## config.mk

```make
export PLATFORM = sky130hd
export DESIGN_NAME = scl_rate_timer
export DESIGN_NICKNAME = d
export VERILOG_FILES = /design/src/rtl/scl_timer_pkg.sv /design/src/rtl/scl_phase_len.sv /design/src/rtl/scl_setup_guard.sv /design/src/rtl/scl_phase_ctr.sv /design/src/rtl/scl_rate_timer.sv
export SDC_FILE = /design/constraint.sdc
export NUM_CORES = 1
export LEC_CHECK = 0
export BUFFER_PORTS_ARGS = -buffer_cell sky130_fd_sc_hd__buf_2
export CAP_MARGIN = 20
export CORE_MARGIN = 3
export CORE_UTILIZATION = 40
export CTS_CLUSTER_SIZE = 16
export DETAILED_ROUTE_END_ITERATION = 7
export GPL_TIMING_DRIVEN = 1
export PLACE_DENSITY = 0.6
export SLEW_MARGIN = 20
export SYNTH_ARGS = -nofsm -noshare
export SYNTH_HDL_FRONTEND = slang
export SYNTH_SLANG_ARGS = --single-unit
export TNS_END_PERCENT = 20
```

## constraint.sdc

```tcl
create_clock -name clk -period 2.8 [get_ports clk]
set_input_delay 0.14 -clock clk [delete_from_list [all_inputs] [get_ports clk]]
set_output_delay 0.14 -clock clk [all_outputs]
set_load 0.01 [all_outputs]
```

## src/rtl/scl_timer_pkg.sv

```systemverilog
package scl_timer_pkg;
  typedef enum logic [1:0] {
    PH_IDLE = 2'b00,
    PH_LOW  = 2'b01,
    PH_HIGH = 2'b10
  } scl_phase_e;

  localparam logic [1:0] OPM_MASTER = 2'b01;
  localparam logic [1:0] SPD_FAST   = 2'b01;
endpackage

```

## src/rtl/scl_phase_len.sv

```systemverilog
module scl_phase_len #(
  parameter int CW        = 16,
  parameter int FAST_MULT = 2
) (
  input  logic [CW-1:0] baud,
  input  logic [1:0]    speed,
  output logic [CW:0]   low_len,
  output logic [CW:0]   high_len
);
  import scl_timer_pkg::*;
  localparam int LW = CW + 1;

  logic [LW-1:0] unit;

  always_comb begin
    unit = (baud == '0) ? LW'(1) : {1'b0, baud};
    high_len = unit;
    if (speed == SPD_FAST) low_len = LW'(unit * LW'(FAST_MULT));
    else                   low_len = unit;
  end
endmodule

```

## src/rtl/scl_setup_guard.sv

```systemverilog
module scl_setup_guard #(
  parameter int SW = 16
) (
  input  logic          clk,
  input  logic          rst_n,
  input  logic          run,
  input  logic          in_high,
  input  logic          scl_in,
  input  logic [SW-1:0] setup_len,
  output logic          advance
);
  logic          stretched;
  logic [SW-1:0] wait_cnt;
  logic          wait_done;

  assign wait_done = (wait_cnt == setup_len);
  assign advance   = in_high && scl_in && (!stretched || wait_done);

  always_ff @(posedge clk or negedge rst_n) begin
    if (!rst_n) begin
      stretched <= 1'b0;
      wait_cnt  <= '0;
    end else if (!run) begin
      stretched <= 1'b0;
      wait_cnt  <= '0;
    end else if (in_high && !scl_in) begin
      stretched <= 1'b1;
      wait_cnt  <= '0;
    end else if (stretched && scl_in) begin
      if (wait_done) begin
        stretched <= 1'b0;
        wait_cnt  <= '0;
      end else begin
        wait_cnt <= wait_cnt + 1'b1;
      end
    end
  end
endmodule

```

## src/rtl/scl_phase_ctr.sv

```systemverilog
module scl_phase_ctr #(
  parameter int LW = 17
) (
  input  logic          clk,
  input  logic          rst_n,
  input  logic          run,
  input  logic [LW-1:0] low_len,
  input  logic [LW-1:0] high_len,
  input  logic          advance,
  output logic          in_high,
  output logic          scl_o,
  output logic          rise_tick,
  output logic          fall_tick
);
  import scl_timer_pkg::*;

  scl_phase_e    phase;
  logic [LW-1:0] cnt;

  assign in_high = (phase == PH_HIGH);
  assign scl_o   = (phase != PH_LOW);

  always_ff @(posedge clk or negedge rst_n) begin
    if (!rst_n) begin
      phase     <= PH_IDLE;
      cnt       <= '0;
      rise_tick <= 1'b0;
      fall_tick <= 1'b0;
    end else begin
      rise_tick <= 1'b0;
      fall_tick <= 1'b0;
      if (!run) begin
        phase <= PH_IDLE;
        cnt   <= '0;
      end else begin
        unique case (phase)
          PH_IDLE: begin
            phase     <= PH_LOW;
            cnt       <= '0;
            fall_tick <= 1'b1;
          end
          PH_LOW: begin
            if (cnt >= low_len - 1'b1) begin
              phase     <= PH_HIGH;
              cnt       <= '0;
              rise_tick <= 1'b1;
            end else begin
              cnt <= cnt + 1'b1;
            end
          end
          PH_HIGH: begin
            if (advance) begin
              if (cnt >= high_len - 1'b1) begin
                phase     <= PH_LOW;
                cnt       <= '0;
                fall_tick <= 1'b1;
              end else begin
                cnt <= cnt + 1'b1;
              end
            end
          end
          default: phase <= PH_IDLE;
        endcase
      end
    end
  end
endmodule

```

## src/rtl/scl_rate_timer.sv

```systemverilog
module scl_rate_timer #(
  parameter int BAUD_W  = 16,
  parameter int SETUP_W = 16
) (
  input  logic               clk,
  input  logic               rst_n,
  input  logic               pe_en,
  input  logic [1:0]         op_mode,
  input  logic [1:0]         speed_mode,
  input  logic [BAUD_W-1:0]  baud_count,
  input  logic [SETUP_W-1:0] setup_count,
  input  logic               scl_in,
  output logic               scl_o,
  output logic               rise_tick,
  output logic               fall_tick
);
  import scl_timer_pkg::*;
  localparam int LW = BAUD_W + 1;

  logic          run;
  logic [LW-1:0] low_len;
  logic [LW-1:0] high_len;
  logic          advance;
  logic          in_high;

  assign run = pe_en && (op_mode == OPM_MASTER);

  scl_phase_len #(.CW(BAUD_W), .FAST_MULT(2)) len_i (
    .baud     (baud_count),
    .speed    (speed_mode),
    .low_len  (low_len),
    .high_len (high_len)
  );

  scl_setup_guard #(.SW(SETUP_W)) guard_i (
    .clk       (clk),
    .rst_n     (rst_n),
    .run       (run),
    .in_high   (in_high),
    .scl_in    (scl_in),
    .setup_len (setup_count),
    .advance   (advance)
  );

  scl_phase_ctr #(.LW(LW)) ctr_i (
    .clk       (clk),
    .rst_n     (rst_n),
    .run       (run),
    .low_len   (low_len),
    .high_len  (high_len),
    .advance   (advance),
    .in_high   (in_high),
    .scl_o     (scl_o),
    .rise_tick (rise_tick),
    .fall_tick (fall_tick)
  );
endmodule

```

==> results of run 1 <==
synthesized netlist by cell type (2+ instances only):
cell type,count,area share (%)
mux2i_1,3,0.76
o21ai_0,23,2.9
or2_2,2,0.32
nand3b_1,5,0.95
or3_4,2,0.57
a21boi_0,4,0.76
and3_1,5,0.79
nor4_1,7,1.1
buf_2,2,0.25
a211oi_1,3,0.57
nor3_1,18,2.3
nand2_1,58,5.5
a21o_1,3,0.57
and2_1,2,0.32
dfrtp_1,38,24
or4_1,3,0.57
a21oi_1,28,3.6
xnor2_1,13,2.9
o21a_1,3,0.57
o311ai_0,4,0.89
o211ai_1,3,0.57
a31oi_1,16,2.5
buf_6,2,0.57
ha_1,42,13
a41o_1,2,0.51
o31ai_1,5,0.95
o22ai_1,12,1.9
a2bb2oi_1,2,0.45
nand4_1,12,1.9
a221oi_1,2,0.45
inv_1,21,2.0
xor2_1,29,6.5
nand2b_1,4,0.64
or3_1,9,1.4
nand3_1,27,3.4
nor2b_1,4,0.64
mux2_2,2,0.57
clkbuf_1,22,2.1
nor2_1,39,3.7
cell type report:
type | instances | share of cell area, %
flip-flops and latches | 38 | 18.9
clock inverters | 2 | 0.248
inverters | 21 | 1.57
well taps | 129 | 3.20
multi-input cells | 418 | 58.5
repair buffers | 115 | 16.0
clock buffers | 6 | 1.64
routing by layer:
metal	routed length (um)	share of wire [%]	global-route usage, %	up-vias
met5	0	0	0	-
li1	-	-	-	2043
met2	4860	46	30.9	50
met1	5340	51	27.6	1910
met4	48	0.46	3.00	0
met3	249	2.4	2.41	6
critical path: stages:
cell and delay (ps):
buf_6 90, or3_4 370, or4_4 510, nor2_4 140, nor2_2 50, nor2_1 80, a21oi_1 50, ha_2 210
nand3_2 80, nor2_2 40, xor2_1 130, a211oi_1 160, a21oi_1 70, ha_1 290, a21o_1 180, a221o_1 340
a221oi_2 220, o211ai_1 150, a2bb2o_4 240, nand3b_1 120, buf_6 170, o311ai_1 250
state kept, by name (all words and copies together), names as in the netlist:
signal	flops
ctr_i.cnt	17
guard_i.wait_cnt	16
ctr_i.fall_tick	1
guard_i.stretched	1
ctr_i.phase	2
ctr_i.rise_tick	1
worst paths after layout:
check	from	end	cells past startpoint
worst min register to register	ctr_i.phase[1]	ctr_i.phase[1]	2
max in group asynchronous	rst_n	ctr_i.cnt[1]	2
worst max register to register	ctr_i.cnt[6]	ctr_i.cnt[9]	9
worst max-delay path	baud_count[0]	ctr_i.cnt[9]	22
min in group asynchronous	rst_n	guard_i.wait_cnt[5]	2
worst min-delay path	op_mode[0]	guard_i.stretched	3
report_power, final:
part	switching [mW]	total [mW]	internal, mW
Sequential	0.000840	0.550	0.550
Clock	0.196	0.395	0.198
Combinational	0.167	0.315	0.148
timing repair:
item                                    4_1_cts  5_1_grt
hold endpoints to repair                     19        0
endpoints found under the setup margin       21       21
gates resized for setup                      17       15
pin swaps                                     2       10
buffers inserted                              4        2
hold buffers                                  1        0
through the flow:
stage | hold WS, ps | setup TNS, ps
finish | 150 | -21950
CTS | 139 | -21160
global route | 142 | -24990
detailed placement | 315 | -28700
floorplan | -156 | -27610
global placement | 306 | -26910
kinds of logic after synthesis:
group	Yosys count	synth area share (%)
AOI/OAI and AO/OA	124	20.8
xor gates and xnor gates	42	9.35
adders and majority gates	42	13.4
buffers and inverters	48	5.02
DFF	38	24.2
muxes	5	1.34
and+or+nand+nor	205	26.0
==> results.tsv, run 1 <==
metric	value	unit
Top FF cell, synth	dfrtp_1	
ANT cells	0	
DR WL/cell	14.4	um
via count	4009	
Place WS	-1510	ps
Final Util	53.5	%
f_max	0.256	GHz
Async S/R FF share, synth	100	%
Crit path required time	2990	ps
vias in the first global route	3799	
Initial Utilization	41.8	%
pin count of the biggest net entering global routing	39	
I/O pin count	43	
most frequent cells in the layout	68 x buf_4, 56 x nand2_1, 40 x ha_1	
CP Launch Type	input port	
first-pass iteration count of the detailed router	4	
Worst Hold Class	in -> reg	
final net count	681	
CTS clk-pin slew, worst paths	80	ps
slew at the pin with the worst max-slew slack	870	ps
Synth Warn #	0	
post-route ant nets	0	
RSZ-0062 raised after global routing	true	
P per Cell Area	250	nW/um2
Tot GR Track Use	19.1	%
R2R setup slack	240	ps
Syn Std Cell Area	3940	um2
failing checks	negative setup slack	
max-cap violations	0	
Placement Cell Area	4730	um2
Clock Latency Late Sink	290	ps
status	finished, violations left	
Setup Skew	8.43	ps
crit share post-route	140	%
footprint of the multi-input gates	2950	um2
Crit. End Element	flip-flop	
Synth cell types	62	
DIE HEIGHT	105	um
Mapped Cells	504	
Worst Path Max Fanout	10	
flops & latches, synth	38	
CTS Buf Count	5	
row count	35	
Worst slew margin	42.0	%
Area Overhead vs Synth	27.9	%
CTS tree	built	
Fill cells	892	
endpoints failing hold	0	
leakage power	2.17	nW
core area	9420	um2
CP Data Arrival Time	4100	ps
clk root buf	clkbuf_8	
Port-buffer cells	42	
layout cells sized above 1	26.5	%
total grt overflow	0	
first-pass GRT wire length	17.8	mm
worst vdd ir	0.000209	V
final setup fails	21	
Die W	105	um
syn_nets	586	
synthesized area per cell	7.81	um2
crit path time final	3910	ps
Placed Cells	714	
WS Path Type	in -> reg	
register area share after synthesis	24.2	%
Clock Path Buffers	2	
Placer Congestion	0.829	
clock sink total	38	
DRC Markers	0	
initial antenna violation count	0	
Die ar.	11100	um2
placed wire-length estimate	8.20	mm
number of synthesized flops with an enable pin	0	
slack of the critical path	-1110	ps
Vias/cell	5.50	
final std cells w/o fill	729	
CTS H-tree lvls	2	
Final Cell Area	5040	um2
most common cell after layout, fill and taps aside	buf_4	
Pins Over Slew Limit	0	
Iteration-0 DRC Markers	165	
Total Wirelength	10.5	mm
Register Area	951	um2
final total power	1.26	mW
(Power assumes the default switching activity.)
==> run 2: changes to the inputs <==
Settings changed: SETUP_SLACK_MARGIN from default to 0.2.
==> run 2 against run 1 <==
- cell count is the same
- critical endpoint unchanged
- critical path type unchanged
- combinational power hardly changed
- non-clock buffer count unchanged
- routed wire length fell by 0.12%
- critical path depth unchanged
- worst setup slack improved by 1.2 ps
- largest cell class unchanged
- global-route usage did not move
- the flow still finishes with violations (negative setup slack)
==> results.tsv, run 2 (synthesis results as in run 1) <==
metric	value	unit	change
final std cells w/o fill	729		unchanged
final setup fails	21		unchanged
f_max	0.256	GHz	about the same
DIE HEIGHT	105	um	unchanged
most frequent cells in the layout	68 x buf_4, 56 x nand2_1, 40 x ha_1		unchanged
Tot GR Track Use	19.1	%	unchanged
CTS Buf Count	5		unchanged
CTS H-tree lvls	2		unchanged
WHS	150	ps	about the same
Clock Path Buffers	2		unchanged
RSZ-0062 raised after global routing	true		unchanged
layout cells sized above 1	26.5	%	unchanged
total grt overflow	0		unchanged
worst path bufs/invs	2		unchanged
row count	35		unchanged
DRC Markers	0		unchanged
P per Cell Area	250	nW/um2	about the same
post-route ant nets	0		unchanged
Pins Over Slew Limit	0		unchanged
first-pass GRT wire length	17.8	mm	unchanged
status	finished, violations left		unchanged
clk root buf	clkbuf_8		unchanged
CP max stage cell	or4_4		unchanged
failing checks	negative setup slack		unchanged
core area	9420	um2	unchanged
Most flops, register	ctr_i.cnt		unchanged
start of the worst register-to-register path	ctr_i.cnt[6]		unchanged
critical path depth in cells	22		unchanged
via count	4001		was 4009
most common cell after layout, fill and taps aside	buf_4		unchanged
Worst Setup EP	ctr_i.cnt[9]		unchanged
worst vdd ir	0.000209	V	about the same
Largest regs	ctr_i.cnt (17), guard_i.wait_cnt (16), ctr_i.phase (2)		unchanged
Clock Latency Late Sink	280	ps	was 290 ps
final total power	1.26	mW	about the same
CTS tree	built		unchanged
Critical Path, Cell by Cell	buf_6 -> or3_4 -> or4_4 -> nor2_4 -> nor2_2 -> nor2_1 -> a21oi_1 -> ha_2 -> nand3_2 -> nor2_2 -> xor2_1 -> a211oi_1 -> a21oi_1 -> ha_1 -> a21o_1 -> a221o_1 -> a221oi_2 -> o211ai_1 -> a2bb2o_4 -> nand3b_1 -> buf_6 -> o311ai_1		unchanged
setup tns final	-21910	ps	was -21950 ps
R2R setup slack	240	ps	about the same
max FFs per register	17		unchanged
Iteration-0 DRC Markers	179		was 165
WS Path Type	in -> reg		unchanged
CP Launch Type	input port		unchanged
CTS clk-pin slew, worst paths	80	ps	about the same
endpoints failing hold	0		unchanged
crit share post-route	140	%	about the same
Initial Utilization	41.8	%	unchanged
Worst Hold Class	in -> reg		unchanged
first-pass iteration count of the detailed router	4		unchanged
Worst slew margin	42.9	%	was 42.0%
placed wire-length estimate	8.20	mm	unchanged
max-cap violations	0		unchanged
initial antenna violation count	0		unchanged
clock sink total	38		unchanged
ANT cells	0		unchanged
crit path time final	3910	ps	about the same
Placement Cell Area	4730	um2	unchanged
Final Cell Area	5040	um2	unchanged
Vias/cell	5.49		was 5.50
Worst Path Max Fanout	10		unchanged
R2R Path End	ctr_i.cnt[9]		unchanged
pin count of the biggest net entering global routing	39		unchanged
Top Family by Delay on Critical Path	compound AO/OA/AOI/OAI gates		unchanged
Setup Skew	8.66	ps	was 8.43 ps
Area Overhead vs Synth	27.9	%	unchanged
Die W	105	um	unchanged
Placed Cells	714		unchanged
Total Wirelength	10.5	mm	about the same
Placer Congestion	0.829		unchanged
vias in the first global route	3799		unchanged
Crit. End Element	flip-flop		unchanged
slack of the critical path	-1110	ps	about the same
Port-buffer cells	42		unchanged
I/O pin count	43		unchanged
largest stage delay on the critical path	510	ps	about the same
Crit path required time	2990	ps	about the same
DR WL/cell	14.4	um	about the same
Reg2Reg Depth	9		unchanged
CP Data Arrival Time	4100	ps	about the same
Die ar.	11100	um2	unchanged
final net count	681		unchanged
leakage power	2.17	nW	about the same
crit path launch	baud_count[0]		unchanged
slew at the pin with the worst max-slew slack	857	ps	was 870 ps
==> run 2: cell counts in the layout (fill, tap and decap cells not counted) <==
No cell type changed its count.
==> run 2: final cells by class <==
cell class / count / area [um2]
flip-flops and latches: 38 / 951
repair buffers: 115 / 803
clock inverters: 2 / 12.5
multi-input cells: 418 / 2950
clock buffers: 6 / 82.6
inverters: 21 / 78.8
fillers: 892 / 4380
well taps: 129 / 161
==> run 2: worst min-delay path by stage <==
stage | cells past startpoint | from | slack (ps) | end
floorplan | 0 | rst_n | -160 | ctr_i.cnt[0]
global placement | 1 | rst_n | 310 | guard_i.wait_cnt[5]
detailed placement | 1 | rst_n | 310 | guard_i.wait_cnt[5]
CTS | 3 | op_mode[0] | 140 | guard_i.stretched
global route | 3 | pe_en | 140 | guard_i.stretched
finish | 3 | op_mode[0] | 150 | guard_i.stretched
==> run 2: layer usage <==
layer	vias up	part of all wire, %	GRT usage [%]
li1	2043	-	-
met1	1891	50	27.6
met2	61	47	30.9
met3	6	2.5	2.41
met4	0	0.46	3.00
met5	-	0	0
==> run 2: worst reg2reg max path: cells and delay by family (launching register included) <==
kind	cells	cell delay, ps
compound gates	6	1380
fa+ha+maj	1	340
simple gates	1	120
flops	1	450
buf+inv	1	170
==> run 2: timing repair <==
item	in CTS	in global routing
gates resized for setup	17	15
setup buffers	4	2
hold endpoints to repair	19	0
hold buffers	1	0
cloned	0	0
pin swaps	2	13
setup endpoints to repair	21	21
==> run 2: power by group <==
part / leakage (nW) / internal (mW) / switching (mW)
Combinational: 1.59 / 0.148 / 0.167
Sequential: 0.530 / 0.550 / 0.000845
Clock: 0.0472 / 0.198 / 0.196
==> run 2: stage by stage <==
step | setup WS [ps] | utilization [%]
after floorplan | -1400 | -
after global placement | -1370 | 50.3
after detailed placement | -1510 | 50.3
after CTS | -1080 | 52.6
after global routing | -1280 | 53.5
final | -1110 | 53.5
